### src/rtl/acc_cpu_pkg.sv
// Package acc_cpu_pkg
// Shared widths, opcode numbering, sequencer states and datapath select codes
// for the accumulator core. Assumes a 3-bit opcode field at the top of a word.
package acc_cpu_pkg;

    localparam int WORD_W = 12;
    localparam int OP_W   = 3;
    localparam int ADDR_W = WORD_W - OP_W;

    // Operate-group bit positions within the address field
    localparam int OPR_CLR_BIT = 0;
    localparam int OPR_CMP_BIT = 1;
    localparam int OPR_INC_BIT = 2;
    localparam int OPR_HLT_BIT = 3;

    // Device-transfer field layout
    localparam int IOT_RD_BIT   = 0;
    localparam int IOT_CODE_LSB = 3;
    localparam int IOT_CODE_W   = ADDR_W - IOT_CODE_LSB;

    typedef enum logic [OP_W-1:0] {
        OP_AND = 3'd0,
        OP_ADD = 3'd1,
        OP_ISZ = 3'd2,
        OP_DCA = 3'd3,
        OP_JMS = 3'd4,
        OP_JMP = 3'd5,
        OP_IOT = 3'd6,
        OP_OPR = 3'd7
    } opcode_e;

    typedef enum logic [2:0] {
        ST_FETCH  = 3'd0,
        ST_LATCH  = 3'd1,
        ST_EXEC   = 3'd2,
        ST_OPND   = 3'd3,
        ST_HALT   = 3'd4
    } state_e;

    typedef enum logic [2:0] {
        AC_HOLD = 3'd0,
        AC_AND  = 3'd1,
        AC_ADD  = 3'd2,
        AC_ZERO = 3'd3,
        AC_OPR  = 3'd4,
        AC_IN   = 3'd5
    } ac_src_e;

    typedef enum logic [2:0] {
        PC_HOLD = 3'd0,
        PC_STEP = 3'd1,
        PC_SKIP = 3'd2,
        PC_CALL = 3'd3,
        PC_JUMP = 3'd4
    } pc_src_e;

    typedef enum logic [1:0] {
        WD_AC   = 2'd0,
        WD_LINK = 2'd1,
        WD_INC  = 2'd2
    } wd_src_e;

endpackage

### src/rtl/acc_alu.sv
// Module acc_alu
// Purely combinational result logic for the accumulator core: AND and add
// against a memory word, memory increment with zero detect, and the ordered
// operate chain (clear, then complement, then increment). All results wrap
// modulo 2**W. Assumes the caller selects which result is used.
module acc_alu
    import acc_cpu_pkg::*;
#(
    parameter int W = WORD_W
) (
    input  logic [W-1:0] ac,
    input  logic [W-1:0] mem_val,
    input  logic         opr_clr,
    input  logic         opr_cmp,
    input  logic         opr_inc,
    output logic [W-1:0] and_res,
    output logic [W-1:0] add_res,
    output logic [W-1:0] mem_inc,
    output logic         mem_inc_zero,
    output logic [W-1:0] opr_res
);

    // Two-operand results against memory
    always_comb begin
        and_res = ac & mem_val;
        add_res = ac + mem_val;
    end

    // Memory increment for increment-and-skip, with wrap-to-zero flag
    always_comb begin
        mem_inc      = mem_val + W'(1);
        mem_inc_zero = (mem_inc == '0);
    end

    // Operate chain applied in fixed order
    always_comb begin
        logic [W-1:0] v;
        v = ac;
        if (opr_clr) v = '0;
        if (opr_cmp) v = ~v;
        if (opr_inc) v = v + W'(1);
        opr_res = v;
    end

endmodule

### src/rtl/acc_seq.sv
// Module acc_seq
// Instruction sequencer. Walks fetch, latch and execute, plus an operand cycle
// for opcodes that read memory, and parks in a halt state. It produces the
// memory strobes and the select codes for accumulator, PC and write data.
// Assumes memory returns read data one cycle after the read request.
module acc_seq
    import acc_cpu_pkg::*;
(
    input  logic    clk,
    input  logic    rst_n,
    input  opcode_e op,
    input  logic    opr_halt,
    input  logic    iot_rd,
    input  logic    mem_inc_zero,
    output state_e  state,
    output logic    mem_rd,
    output logic    mem_wr,
    output logic    addr_from_ir,
    output logic    ir_load,
    output logic    io_strobe,
    output wd_src_e wd_sel,
    output ac_src_e ac_sel,
    output pc_src_e pc_sel
);

    state_e state_nx;

    // State register with synchronous active-low reset
    always_ff @(posedge clk) begin
        if (!rst_n) state <= ST_FETCH;
        else        state <= state_nx;
    end

    // Next state and per-state control outputs
    always_comb begin
        state_nx     = state;
        mem_rd       = 1'b0;
        mem_wr       = 1'b0;
        addr_from_ir = 1'b0;
        ir_load      = 1'b0;
        io_strobe    = 1'b0;
        wd_sel       = WD_AC;
        ac_sel       = AC_HOLD;
        pc_sel       = PC_HOLD;
        case (state)
            ST_FETCH: begin
                mem_rd   = 1'b1;
                state_nx = ST_LATCH;
            end
            ST_LATCH: begin
                ir_load  = 1'b1;
                state_nx = ST_EXEC;
            end
            ST_EXEC: begin
                state_nx = ST_FETCH;
                case (op)
                    OP_AND, OP_ADD, OP_ISZ: begin
                        mem_rd       = 1'b1;
                        addr_from_ir = 1'b1;
                        state_nx     = ST_OPND;
                    end
                    OP_DCA: begin
                        mem_wr       = 1'b1;
                        addr_from_ir = 1'b1;
                        wd_sel       = WD_AC;
                        ac_sel       = AC_ZERO;
                        pc_sel       = PC_STEP;
                    end
                    OP_JMS: begin
                        mem_wr       = 1'b1;
                        addr_from_ir = 1'b1;
                        wd_sel       = WD_LINK;
                        pc_sel       = PC_CALL;
                    end
                    OP_JMP: begin
                        pc_sel = PC_JUMP;
                    end
                    OP_IOT: begin
                        io_strobe = 1'b1;
                        ac_sel    = iot_rd ? AC_IN : AC_HOLD;
                        pc_sel    = PC_STEP;
                    end
                    OP_OPR: begin
                        ac_sel = AC_OPR;
                        pc_sel = PC_STEP;
                        if (opr_halt) state_nx = ST_HALT;
                    end
                    default: state_nx = ST_FETCH;
                endcase
            end
            ST_OPND: begin
                state_nx = ST_FETCH;
                case (op)
                    OP_AND: begin
                        ac_sel = AC_AND;
                        pc_sel = PC_STEP;
                    end
                    OP_ADD: begin
                        ac_sel = AC_ADD;
                        pc_sel = PC_STEP;
                    end
                    OP_ISZ: begin
                        mem_wr       = 1'b1;
                        addr_from_ir = 1'b1;
                        wd_sel       = WD_INC;
                        pc_sel       = mem_inc_zero ? PC_SKIP : PC_STEP;
                    end
                    default: pc_sel = PC_STEP;
                endcase
            end
            ST_HALT: state_nx = ST_HALT;
            default: state_nx = ST_FETCH;
        endcase
    end

endmodule

### src/rtl/acc_cpu.sv
// Module acc_cpu
// Top of the accumulator core: holds the accumulator, program counter and
// instruction register, muxes the memory address and write data, and hooks up
// the sequencer and result logic. Assumes an external synchronous memory with
// one-cycle read latency and a device that samples io_out on io_strobe.
module acc_cpu
    import acc_cpu_pkg::*;
#(
    parameter int DATA_W = WORD_W,
    parameter int OPC_W  = OP_W
) (
    input  logic                      clk,
    input  logic                      rst_n,
    output logic [DATA_W-OPC_W-1:0]   mem_addr,
    output logic                      mem_rd,
    output logic                      mem_wr,
    output logic [DATA_W-1:0]         mem_wdata,
    input  logic [DATA_W-1:0]         mem_rdata,
    output logic                      io_strobe,
    output logic [DATA_W-OPC_W-IOT_CODE_LSB-1:0] io_code,
    output logic [DATA_W-1:0]         io_out,
    input  logic [DATA_W-1:0]         io_in,
    output logic                      halted,
    output logic [DATA_W-1:0]         dbg_ac,
    output logic [DATA_W-OPC_W-1:0]   dbg_pc
);

    localparam int AW = DATA_W - OPC_W;

    logic [DATA_W-1:0] ac;
    logic [AW-1:0]     pc;
    logic [DATA_W-1:0] ir;
    opcode_e           op;
    logic [AW-1:0]     ir_addr;
    state_e            state;
    logic              addr_from_ir;
    logic              ir_load;
    wd_src_e           wd_sel;
    ac_src_e           ac_sel;
    pc_src_e           pc_sel;
    logic [DATA_W-1:0] and_res;
    logic [DATA_W-1:0] add_res;
    logic [DATA_W-1:0] mem_inc;
    logic              mem_inc_zero;
    logic [DATA_W-1:0] opr_res;
    logic [AW-1:0]     pc_next_seq;

    // Instruction field split
    always_comb begin
        op      = opcode_e'(ir[DATA_W-1 -: OPC_W]);
        ir_addr = ir[AW-1:0];
    end

    acc_seq u_seq (
        .clk          (clk),
        .rst_n        (rst_n),
        .op           (op),
        .opr_halt     (ir[OPR_HLT_BIT]),
        .iot_rd       (ir[IOT_RD_BIT]),
        .mem_inc_zero (mem_inc_zero),
        .state        (state),
        .mem_rd       (mem_rd),
        .mem_wr       (mem_wr),
        .addr_from_ir (addr_from_ir),
        .ir_load      (ir_load),
        .io_strobe    (io_strobe),
        .wd_sel       (wd_sel),
        .ac_sel       (ac_sel),
        .pc_sel       (pc_sel)
    );

    acc_alu #(.W(DATA_W)) u_alu (
        .ac           (ac),
        .mem_val      (mem_rdata),
        .opr_clr      (ir[OPR_CLR_BIT]),
        .opr_cmp      (ir[OPR_CMP_BIT]),
        .opr_inc      (ir[OPR_INC_BIT]),
        .and_res      (and_res),
        .add_res      (add_res),
        .mem_inc      (mem_inc),
        .mem_inc_zero (mem_inc_zero),
        .opr_res      (opr_res)
    );

    // Address of the instruction after the current one
    always_comb pc_next_seq = pc + AW'(1);

    // Memory address and write-data selection
    always_comb begin
        mem_addr = addr_from_ir ? ir_addr : pc;
        case (wd_sel)
            WD_LINK: mem_wdata = DATA_W'(pc_next_seq);
            WD_INC:  mem_wdata = mem_inc;
            default: mem_wdata = ac;
        endcase
    end

    // Instruction register capture after fetch
    always_ff @(posedge clk) begin
        if (!rst_n)       ir <= '0;
        else if (ir_load) ir <= mem_rdata;
    end

    // Accumulator update
    always_ff @(posedge clk) begin
        if (!rst_n) begin
            ac <= '0;
        end else begin
            case (ac_sel)
                AC_AND:  ac <= and_res;
                AC_ADD:  ac <= add_res;
                AC_ZERO: ac <= '0;
                AC_OPR:  ac <= opr_res;
                AC_IN:   ac <= io_in;
                default: ac <= ac;
            endcase
        end
    end

    // Program counter update
    always_ff @(posedge clk) begin
        if (!rst_n) begin
            pc <= '0;
        end else begin
            case (pc_sel)
                PC_STEP: pc <= pc_next_seq;
                PC_SKIP: pc <= pc + AW'(2);
                PC_CALL: pc <= ir_addr + AW'(1);
                PC_JUMP: pc <= ir_addr;
                default: pc <= pc;
            endcase
        end
    end

    // Observation and device outputs
    always_comb begin
        halted  = (state == ST_HALT);
        dbg_ac  = ac;
        dbg_pc  = pc;
        io_out  = ac;
        io_code = ir[AW-1:IOT_CODE_LSB];
    end

endmodule


### config.mk
export PLATFORM = sky130hd
export DESIGN_NAME = acc_cpu
export DESIGN_NICKNAME = d
export VERILOG_FILES = /design/src/rtl/acc_cpu_pkg.sv /design/src/rtl/acc_alu.sv /design/src/rtl/acc_seq.sv /design/src/rtl/acc_cpu.sv
export SDC_FILE = /design/constraint.sdc
export NUM_CORES = 1
export LEC_CHECK = 0
export BUFFER_PORTS_ARGS = -buffer_cell sky130_fd_sc_hd__clkbuf_2
export CAP_MARGIN = 10
export CORE_MARGIN = 1
export CORE_UTILIZATION = 58
export CTS_CLUSTER_SIZE = 16
export DETAILED_ROUTE_END_ITERATION = 10
export GPL_ROUTABILITY_DRIVEN = 0
export GPL_TIMING_DRIVEN = 1
export PLACE_DENSITY = 0.85
export SYNTH_ARGS = -nofsm -noshare
export SYNTH_HDL_FRONTEND = slang
export SYNTH_HIERARCHICAL = 1
export SYNTH_SLANG_ARGS = --single-unit
### constraint.sdc
create_clock -name clk -period 3.9 [get_ports clk]
set_input_delay 0.195 -clock clk [delete_from_list [all_inputs] [get_ports clk]]
set_output_delay 0.195 -clock clk [all_outputs]
set_load 0.01 [all_outputs]
After elaboration in Yosys (flattened, before gate mapping):

Index checks and enable logic that the tools add are counted.

* flip-flop bits (word level): 36
* latch bits: 0
* memory bits (writable): 0
* ROM bits: 0
* input port bits: 26
* output and inout bits: 64
* word-level logic and storage cells: 74
* memories: 0

* $add $sub $neg: 6
* $mul: 0
* divide/modulo/power cells: 0
* $lt $le $gt $ge: 0
* eq/ne operators: 22
* shift operators: 0
* multiplexer cells: 31
* bitwise logic cells: 2
* reductions and logical operators: 9

Operators with widths (count)
* one-hot mux 12 bit (5 select lines): 1
* 2-to-1 mux 12 bit: 3
* one-hot mux 9 bit (4 select lines): 1
* adder 12 x 1 -> 12 bit, second input constant: 2
* equality test 3 x 2 -> 1 bit, second input constant: 8
* equality test 3 bit, second input constant: 8
* one-hot mux 12 bit (2 select lines): 1
* adder 9 x 1 -> 9 bit, second input constant: 2
* one-hot mux 3 bit (2 select lines): 3
* one-hot mux 3 bit (3 select lines): 2
* adder 12 bit: 1
* bitwise AND 12 bit: 1
* equality test 3 x 1 -> 1 bit, second input constant: 4
* zero test 12 bit: 1
* inverter 12 bit: 1
* one-hot mux 3 bit (4 select lines): 1
* adder 9 x 2 -> 9 bit, second input constant: 1
* 2-to-1 mux 3 bit: 3
* 2-to-1 mux 9 bit: 1
* 2-to-1 mux 1 bit: 8
* one-hot mux 2 bit (2 select lines): 2
* zero test 3 bit: 2
* one-hot mux 1 bit (2 select lines): 3
* OR reduction 3 bit: 2
* other kinds (7): 8

Depth between registers and ports, before layout:

Gate-level depths: netlist of the first run.

* depth after elaboration: 7
* depth in mapped cells: 17
* gate-level depth less buffers: 14

Modules after synthesis:

The synthesis of the first run kept the hierarchy.

Modules (own cells, without submodules)
* acc_cpu: instances 1, cells each 359, area each 2738.9 µm², seq. area each 660.6 µm²
* acc_alu: instances 1, cells each 238, area each 1639.1 µm², seq. area each 0.0 µm²
* acc_seq: instances 1, cells each 55, area each 385.4 µm², seq. area each 60.1 µm²

Worst setup path after synthesis of the first run:

No wires, ideal clock.

* kind: register -> register
* start: reg ir[0]
* end: reg ac[8], in the netlist dbg_ac[8]
* setup time: 0.128 ns
* arrival time: 2.688 ns
* required time: 3.772 ns
* setup slack: 1.084 ns
* cell stages (with the launch flop): 15
* path buffers: 2
* period minus slack after synthesis: 2.816 ns
* path through: dfxtp_1 -> buf_6 -> clkbuf_1 -> nor2_1 -> xnor2_1 -> ha_1 -> and3_1 -> a32oi_1 -> nor2_1 -> a221oi_1 -> o32ai_1 -> mux2i_1 -> nor2_1 -> a211oi_1 -> nor2_1

* longest elaborated chain between the ends: 6
* elaborated cells on any way between the ends: 15
* those cells by class: add/sub (1); eq/ne (5); mux (7); bitwise (1); reduce/logical (1)

RTL lines
* from (decl): RTL line acc_cpu.sv:32 `logic [DATA_W-1:0] ir;`
* from (signal assigned): RTL line acc_cpu.sv:101 `else if (ir_load) ir <= mem_rdata;`
* 2-to-1 mux 12 bit (*): RTL line acc_alu.sv:39 `if (opr_clr) v = '0;`
* inverter 12 bit: RTL line acc_alu.sv:40 `if (opr_cmp) v = ~v;`
* 2-to-1 mux 12 bit (*): RTL line acc_alu.sv:40
* adder 12 x 1 -> 12 bit: RTL line acc_alu.sv:41 `if (opr_inc) v = v + W'(1);`
* 2-to-1 mux 12 bit (*): RTL line acc_alu.sv:41
* via opr_res[8]: RTL line acc_cpu.sv:45 `logic [DATA_W-1:0] opr_res;`
* one-hot mux 12 bit (5 select lines) (*): RTL line acc_cpu.sv:109 `case (ac_sel)`
* to (signal assigned): RTL line acc_cpu.sv:110 `AC_AND: ac <= and_res;`
* to (signal assigned): RTL line acc_cpu.sv:111 `AC_ADD: ac <= add_res;`
* to (signal assigned): RTL line acc_cpu.sv:113 `AC_OPR: ac <= opr_res;`
* to (decl): RTL line acc_cpu.sv:30 `logic [DATA_W-1:0] ac;`

Mark *: on every way through the listed nets, which the timed path passes. The rest lies on a longest branch.
A chain may end at the register's enable or synchronous reset.

Worst setup path after layout of the first run:

* start: in mem_rdata[0]
* end: reg pc[8], in the netlist dbg_pc[8]

* longest elaborated chain between the ends: 7
* elaborated cells on any way between the ends: 11
* those cells by class: add/sub (1); eq/ne (4); mux (4); reduce/logical (2)

RTL lines
* from (decl): RTL line acc_cpu.sv:18 `input logic [DATA_W-1:0] mem_rdata,`
* adder 12 x 1 -> 12 bit (*): RTL line acc_alu.sv:31 `mem_inc = mem_val + W'(1);`
* zero test 12 bit (*): RTL line acc_alu.sv:32 `mem_inc_zero = (mem_inc == '0);`
* via mem_inc_zero: RTL line acc_cpu.sv:44 `logic mem_inc_zero;`
* 2-to-1 mux 2 bit (*): RTL line acc_seq.sv:106 `pc_sel = mem_inc_zero ? PC_SKIP : PC_STEP;`
* 2-to-1 mux 3 bit (*): RTL line acc_seq.sv:93 `case (op)`
* one-hot mux 3 bit (2 select lines) (*): RTL line acc_seq.sv:45 `case (state)`
* via pc_sel[1]: RTL line acc_cpu.sv:40 `pc_src_e pc_sel;`
* equality test 3 bit, or another cell as far along: RTL line acc_cpu.sv:125 `case (pc_sel)`
* one-hot mux 9 bit (4 select lines) / nonzero test 4 bit (equally long branches)
* to (signal assigned): RTL line acc_cpu.sv:126 `PC_STEP: pc <= pc_next_seq;`
* to (signal assigned): RTL line acc_cpu.sv:127 `PC_SKIP: pc <= pc + AW'(2);`
* to (signal assigned): RTL line acc_cpu.sv:128 `PC_CALL: pc <= ir_addr + AW'(1);`
* to (decl): RTL line acc_cpu.sv:31 `logic [AW-1:0] pc;`

Marked as above.

==> reports/metrics.cfg, run 1 <==
[status]
status=finished clean

[pwr]
swShare=0.375
vdd_drop_max_v=0.000169
seq_power_share=0.427
clkPwrFrac=0.278
p_per_area_nw_per_um2=198
p_switching_mw=0.379
leakagePower_nw=2.10
total_power_mw=1.01
internal-power_mw=0.632
power_frac_comb=0.296

[job]
cap_violations=0

[sta]
max-slew-margin-rel=0.368
worst_pin_slew_ns=0.945
period_share=0.866
setup_violations=0
finalWorstSetupSlack_ns=0.524
rsz0062_at_grt=false
setup_tns_ns=0
timing.fmax_mhz=296
holdWs_ns=0.209
fin_skew_ns=0.0141
period_needed_ns=3.38
slew_viol_final=0
finalHoldViolCount=0

[cts]
path_clk_slew_ns=0.09
cts_resized=0
cts_tree=done
post_cts_buffers=0
cts_sinks=36
cts_buffers=5
clock-root-buffer=clkbuf_8
clock_latency_ns=0.31
h-tree-depth=2
cts_hold_buf=0
cts_buffer_depth=2

[setup_path]
start_kind=input port
cp_cell_sequence=clkbuf_2 -> ha_1 -> and2_1 -> a21oi_1 -> o31a_1 -> or3b_2 -> nor4_1 -> nand3_1 -> a21oi_1 -> buf_4 -> nor2b_1 -> buf_4 -> a21oi_1 -> o2bb2ai_1 -> a21oi_1
required_ns=4.09
cpPeakStageDelay_ns=0.46
worst_path_most_repeated_cell=a21oi_1
critPathCaptureType=register
arrival_ns=3.56
critical_path_class=input port to register
critPathMaxFanout=13
cp_slowest_cell=or3b_2

[routing]
drc=0
ant_nets=0
vias_per_cell=6.68
avgRoutedWirePerCell_um=18.3
routed_wl_um=14600
routed-via-count=5309
dr.pass1.iters=6
drt_iter0_drc=386

[cells_and_area]
final_common_cell=clkbuf_2
drive_gt1_frac=0.192
area_growth_pct=6.99
layout_common_cells=clkbuf_2 (89), nor2_1 (81), nand2_1 (43)
nets=739
num_antenna_cells=0

[yosys]
ys_seq_elements=36
yosys.area.top_type_share=0.151
synth.area.top_cells=dfxtp_1 (15%), nor2_1 (6.4%), xnor2_1 (6.1%)
syn_avg_cell_area_um2=7.31
async_flop_share=0
synthFlopType=dfxtp_1
synth_edf_count=0
syn_area_um2=4760
ys_seq_area_frac=0.151
syn_inst=652
synth_top_area_cell=dfxtp_1
yosys_warnings=6
synth_cell_types=72
synth_nets=699

[floorplanning]
ios=90
start_util=0.607
core_area_um2=7850
die_x_um=92.6
die_h_um=92.6
rows=32
dieArea_um2=8580

[placed_design]
hpwl_um=10400
pre_cts_slack_ns=0.386
portBuffers=89

[global_route]
antenna_found_initial=0
grt_pass1_vias=4908
grt_pass1_wl_um=23500
grt_max_degree=29
grt_overflow=0
track_usage=0.341

[hold_path]
hold_class=input port to register

[power by group through the flow]
stage	registers (mW)	logic, mW	clock network, mW
after detailed placement	0.438	0.291	0
final	0.431	0.299	0.281
after floorplan	0.412	0.236	0
after CTS	0.429	0.293	0.278
after global placement	0.436	0.282	0
after global routing	0.435	0.325	0.297
[worst max-delay path, delay by kind of cell]
kind | cells | cell delay, ns
simple gates | 5 | 1.50
buf+inv | 3 | 0.67
fa+ha+maj | 1 | 0.26
compound gates | 6 | 0.92
[final timing paths]
path                             start                   endpoint  slack (ns)  cells past startpoint
max                       mem_rdata[0]     dbg_pc[8]$_SDFFE_PN0P_        0.52                     15
min                      mem_rdata[10]        ir[10]$_SDFFE_PN0P_        0.21                      3
max reg2reg         ir[1]$_SDFFE_PN0P_     dbg_ac[8]$_SDFFE_PN0P_        0.74                     12
min reg2reg  u_seq/state[2]$_SDFF_PN0_  u_seq/state[1]$_SDFF_PN0_        0.57                      1
[registers in the layout, indices dropped and copies added (netlist names)]
signal and flops:
dbg_pc 9, ir 12, u_seq/state 3, dbg_ac 12
[through the flow]
stage	instance area [um2]	util	cells
2_1_floorplan	4760	-	652
3_3_place_gp	5010	0.638	787
3_5_place_dp	5010	0.638	787
4_1_cts	5100	0.649	795
5_1_grt	5100	0.649	795
6_report	5100	0.649	795
[synthesized netlist by cell type, types with 7 or more instances]
| cell | n |
|---|---|
| nand4_1 | 11 |
| clkbuf_1 | 15 |
| a211oi_1 | 18 |
| a21o_1 | 8 |
| nor2_1 | 81 |
| inv_1 | 22 |
| and3_1 | 8 |
| nand2_1 | 43 |
| nor3_1 | 11 |
| nor2b_1 | 16 |
| xor2_1 | 14 |
| a31oi_1 | 7 |
| buf_2 | 18 |
| a221oi_1 | 9 |
| o21ai_0 | 38 |
| xnor2_1 | 33 |
| ha_1 | 20 |
| a22oi_1 | 19 |
| nand3_1 | 16 |
| dfxtp_1 | 36 |
| mux2_2 | 9 |
| mux2i_1 | 27 |
| and2_1 | 7 |
| a21oi_1 | 38 |
| buf_4 | 24 |
[cell type report]
type | instances | area (um2)
multi-input cells | 527 | 3560
fillers | 716 | 2750
flip-flops and latches | 36 | 721
repair buffers | 98 | 513
well taps | 102 | 128
inverters | 24 | 90.1
clock buffers | 5 | 68.8
clock inverters | 3 | 18.8
[metal layers]
| layer | GRT usage | part of all wire | vias to the layer above |
|---|---|---|---|
| li1 | - | - | 2450 |
| met3 | 0.0558 | 0.097 | 41 |
| met5 | 0 | 0 | - |
| met4 | 0.137 | 0.025 | 0 |
| met2 | 0.580 | 0.47 | 366 |
| met1 | 0.427 | 0.41 | 2452 |
[cells by family (layout without fill, tap and decap cells)]
family	count (synthesis)	count (layout)	synth area share
compound gates	193	193	0.280
xor+xnor	47	47	0.0864
fa+ha+maj	21	21	0.0567
buf+inv	89	130	0.103
flops	36	36	0.151
mux	36	36	0.0780
simple gates	230	230	0.244
Power figures use the tool's default switching activity.
==> run 2: changes to the inputs <==
--- a/config.mk
+++ b/config.mk
@@ -7,13 +7,15 @@
 export LEC_CHECK = 0
 export BUFFER_PORTS_ARGS = -buffer_cell sky130_fd_sc_hd__clkbuf_2
 export CAP_MARGIN = 10
-export CORE_MARGIN = 1
+export CORE_MARGIN = 2
 export CORE_UTILIZATION = 58
+export CTS_CLUSTER_DIAMETER = 40
 export CTS_CLUSTER_SIZE = 16
 export DETAILED_ROUTE_END_ITERATION = 10
 export GPL_ROUTABILITY_DRIVEN = 0
 export GPL_TIMING_DRIVEN = 1
 export PLACE_DENSITY = 0.85
+export REMOVE_ABC_BUFFERS = 1
 export SYNTH_ARGS = -nofsm -noshare
 export SYNTH_HDL_FRONTEND = slang
 export SYNTH_HIERARCHICAL = 1
==> reports/metrics.cfg, run 2 (same netlist as run 1, synthesis figures left out) <==
[status]
status=finished clean  ; unchanged

[global_route]
grt_pass1_wl_um=22500  ; was 23500 um
grt_pass1_vias=4659  ; was 4908
antenna_found_initial=0  ; unchanged
grt_overflow=0  ; unchanged
grt_max_degree=34  ; was 29
track_usage=0.309  ; was 0.341

[sta]
finalWorstSetupSlack_ns=0.446  ; was 0.524 ns
setup_violations=0  ; unchanged
period_share=0.886  ; was 0.866
period_needed_ns=3.45  ; was 3.38 ns
max-slew-margin-rel=0.286  ; was 0.368
timing.fmax_mhz=290  ; was 296 MHz
rsz0062_at_grt=false  ; unchanged
worst_pin_slew_ns=1.07  ; was 0.945 ns
fin_skew_ns=0.0152  ; was 0.0141 ns
finalHoldViolCount=0  ; unchanged
slew_viol_final=0  ; unchanged
setup_tns_ns=0  ; unchanged

[cts]
clock_latency_ns=0.30  ; was 0.31 ns
cts_buffer_depth=2  ; unchanged
cts_buffers=5  ; unchanged
path_clk_slew_ns=0.08  ; was 0.09 ns
cts_sinks=36  ; unchanged
cts_resized=0  ; unchanged
h-tree-depth=2  ; unchanged
cts_hold_buf=0  ; unchanged
post_cts_buffers=0  ; unchanged
cts_tree=done  ; unchanged
clock-root-buffer=clkbuf_8  ; unchanged

[cells_and_area]
drive_gt1_frac=0.192  ; unchanged
instances_no_fill=798  ; was 795
final_common_cell=clkbuf_2  ; unchanged
area_growth_pct=7.09  ; was 6.99%
layout_common_cells=clkbuf_2 (89), nor2_1 (81), nand2_1 (43)  ; unchanged
design_area_um2=5100  ; about the same
num_antenna_cells=0  ; unchanged
nets=740  ; was 739

[pwr]
p_per_area_nw_per_um2=195  ; was 198 nW/um2
vdd_drop_max_v=0.000133  ; was 0.000169 V
leakagePower_nw=2.10  ; about the same

[placed_design]
placed_area_um2=5020  ; was 5010 um2
pre_cts_slack_ns=0.211  ; was 0.386 ns
hpwl_um=10200  ; was 10400 um
portBuffers=89  ; unchanged
dp_cells=791  ; was 787

[routing]
vias_per_cell=6.58  ; was 6.68
routed-via-count=5251  ; was 5309
drt_iter0_drc=515  ; was 386
route.met2.wl_um=6410  ; was 6880 um
wl_met1_um=5830  ; was 5920 um
avgRoutedWirePerCell_um=17.4  ; was 18.3 um
drc=0  ; unchanged
routed_wl_um=13900  ; was 14600 um
top_layer=met4  ; unchanged
wl_met3_um=1300  ; was 1420 um
dr.pass1.iters=6  ; unchanged
ant_nets=0  ; unchanged

[setup_path]
critical_path_class=input port to register  ; unchanged
required_ns=4.08  ; was 4.09 ns
critPathCaptureType=register  ; unchanged
start_kind=input port  ; unchanged
arrival_ns=3.64  ; was 3.56 ns
critPathMaxFanout=16  ; was 13

[floorplanning]
die_h_um=94.6  ; was 92.6 um
start_util=0.589  ; was 0.607
rows=33  ; was 32
ios=90  ; unchanged
core_area_um2=8090  ; was 7850 um2
die_x_um=94.6  ; was 92.6 um
dieArea_um2=8950  ; was 8580 um2

[job]
cap_violations=0  ; unchanged

[hold_path]
hold_class=input port to register  ; unchanged

[run 2: through the flow]
stage	util	hold slack, ns	power [mW]
after detailed placement	0.621	0.550	0.730
after global placement	0.621	0.532	0.720
after floorplan	-	0.313	0.620
after CTS	0.630	0.248	0.982
final	0.630	0.254	0.993
after global routing	0.630	0.271	1.04
[run 2: per-layer routing]
metal  vias up  global-route usage
met5         -                   0
met4         0               0.116
met3        43              0.0383
met2       347               0.514
met1      2407               0.408
li1       2454                   -
[run 2: worst paths after layout]
check                       startpoint                         to  slack [ns]  depth (start not counted)
max                       mem_rdata[0]     dbg_pc[8]$_SDFFE_PN0P_        0.45                         15
min                       mem_rdata[7]         ir[7]$_SDFFE_PN0P_        0.25                          3
max reg2reg     dbg_ac[3]$_SDFFE_PN0P_     dbg_ac[8]$_SDFFE_PN0P_        1.02                         10
min reg2reg  u_seq/state[2]$_SDFF_PN0_  u_seq/state[1]$_SDFF_PN0_        0.57                          1
[run 2: power breakdown]
part / internal, mW / switching, mW / total (mW)
Combinational: 0.125 / 0.176 / 0.301
Sequential: 0.383 / 0.0472 / 0.431
Clock: 0.122 / 0.140 / 0.262
[run 2: final cells by class]
class | instances | area (um2)
Multi-Input combinational cell | 527 | 3560
Inverter | 24 | 90.1
Fill cell | 752 | 2990
Sequential cell | 36 | 721
Timing Repair Buffer | 99 | 520
Clock inverter | 1 | 5.00
Tap cell | 105 | 131
Clock buffer | 6 | 72.6
[run 2: critical path, stage by stage]
cell and delay [ns]:
clkbuf_2 0.19, ha_1 0.25, and4_1 0.33, nand2_1 0.14
nor2_1 0.13, xor2_1 0.20, nor4_1 0.12, nand2_1 0.08
nand2_1 0.07, a221oi_2 0.88, nand2b_1 0.33, nor2_1 0.37
nand4_1 0.13, o311ai_0 0.13, a21oi_1 0.08
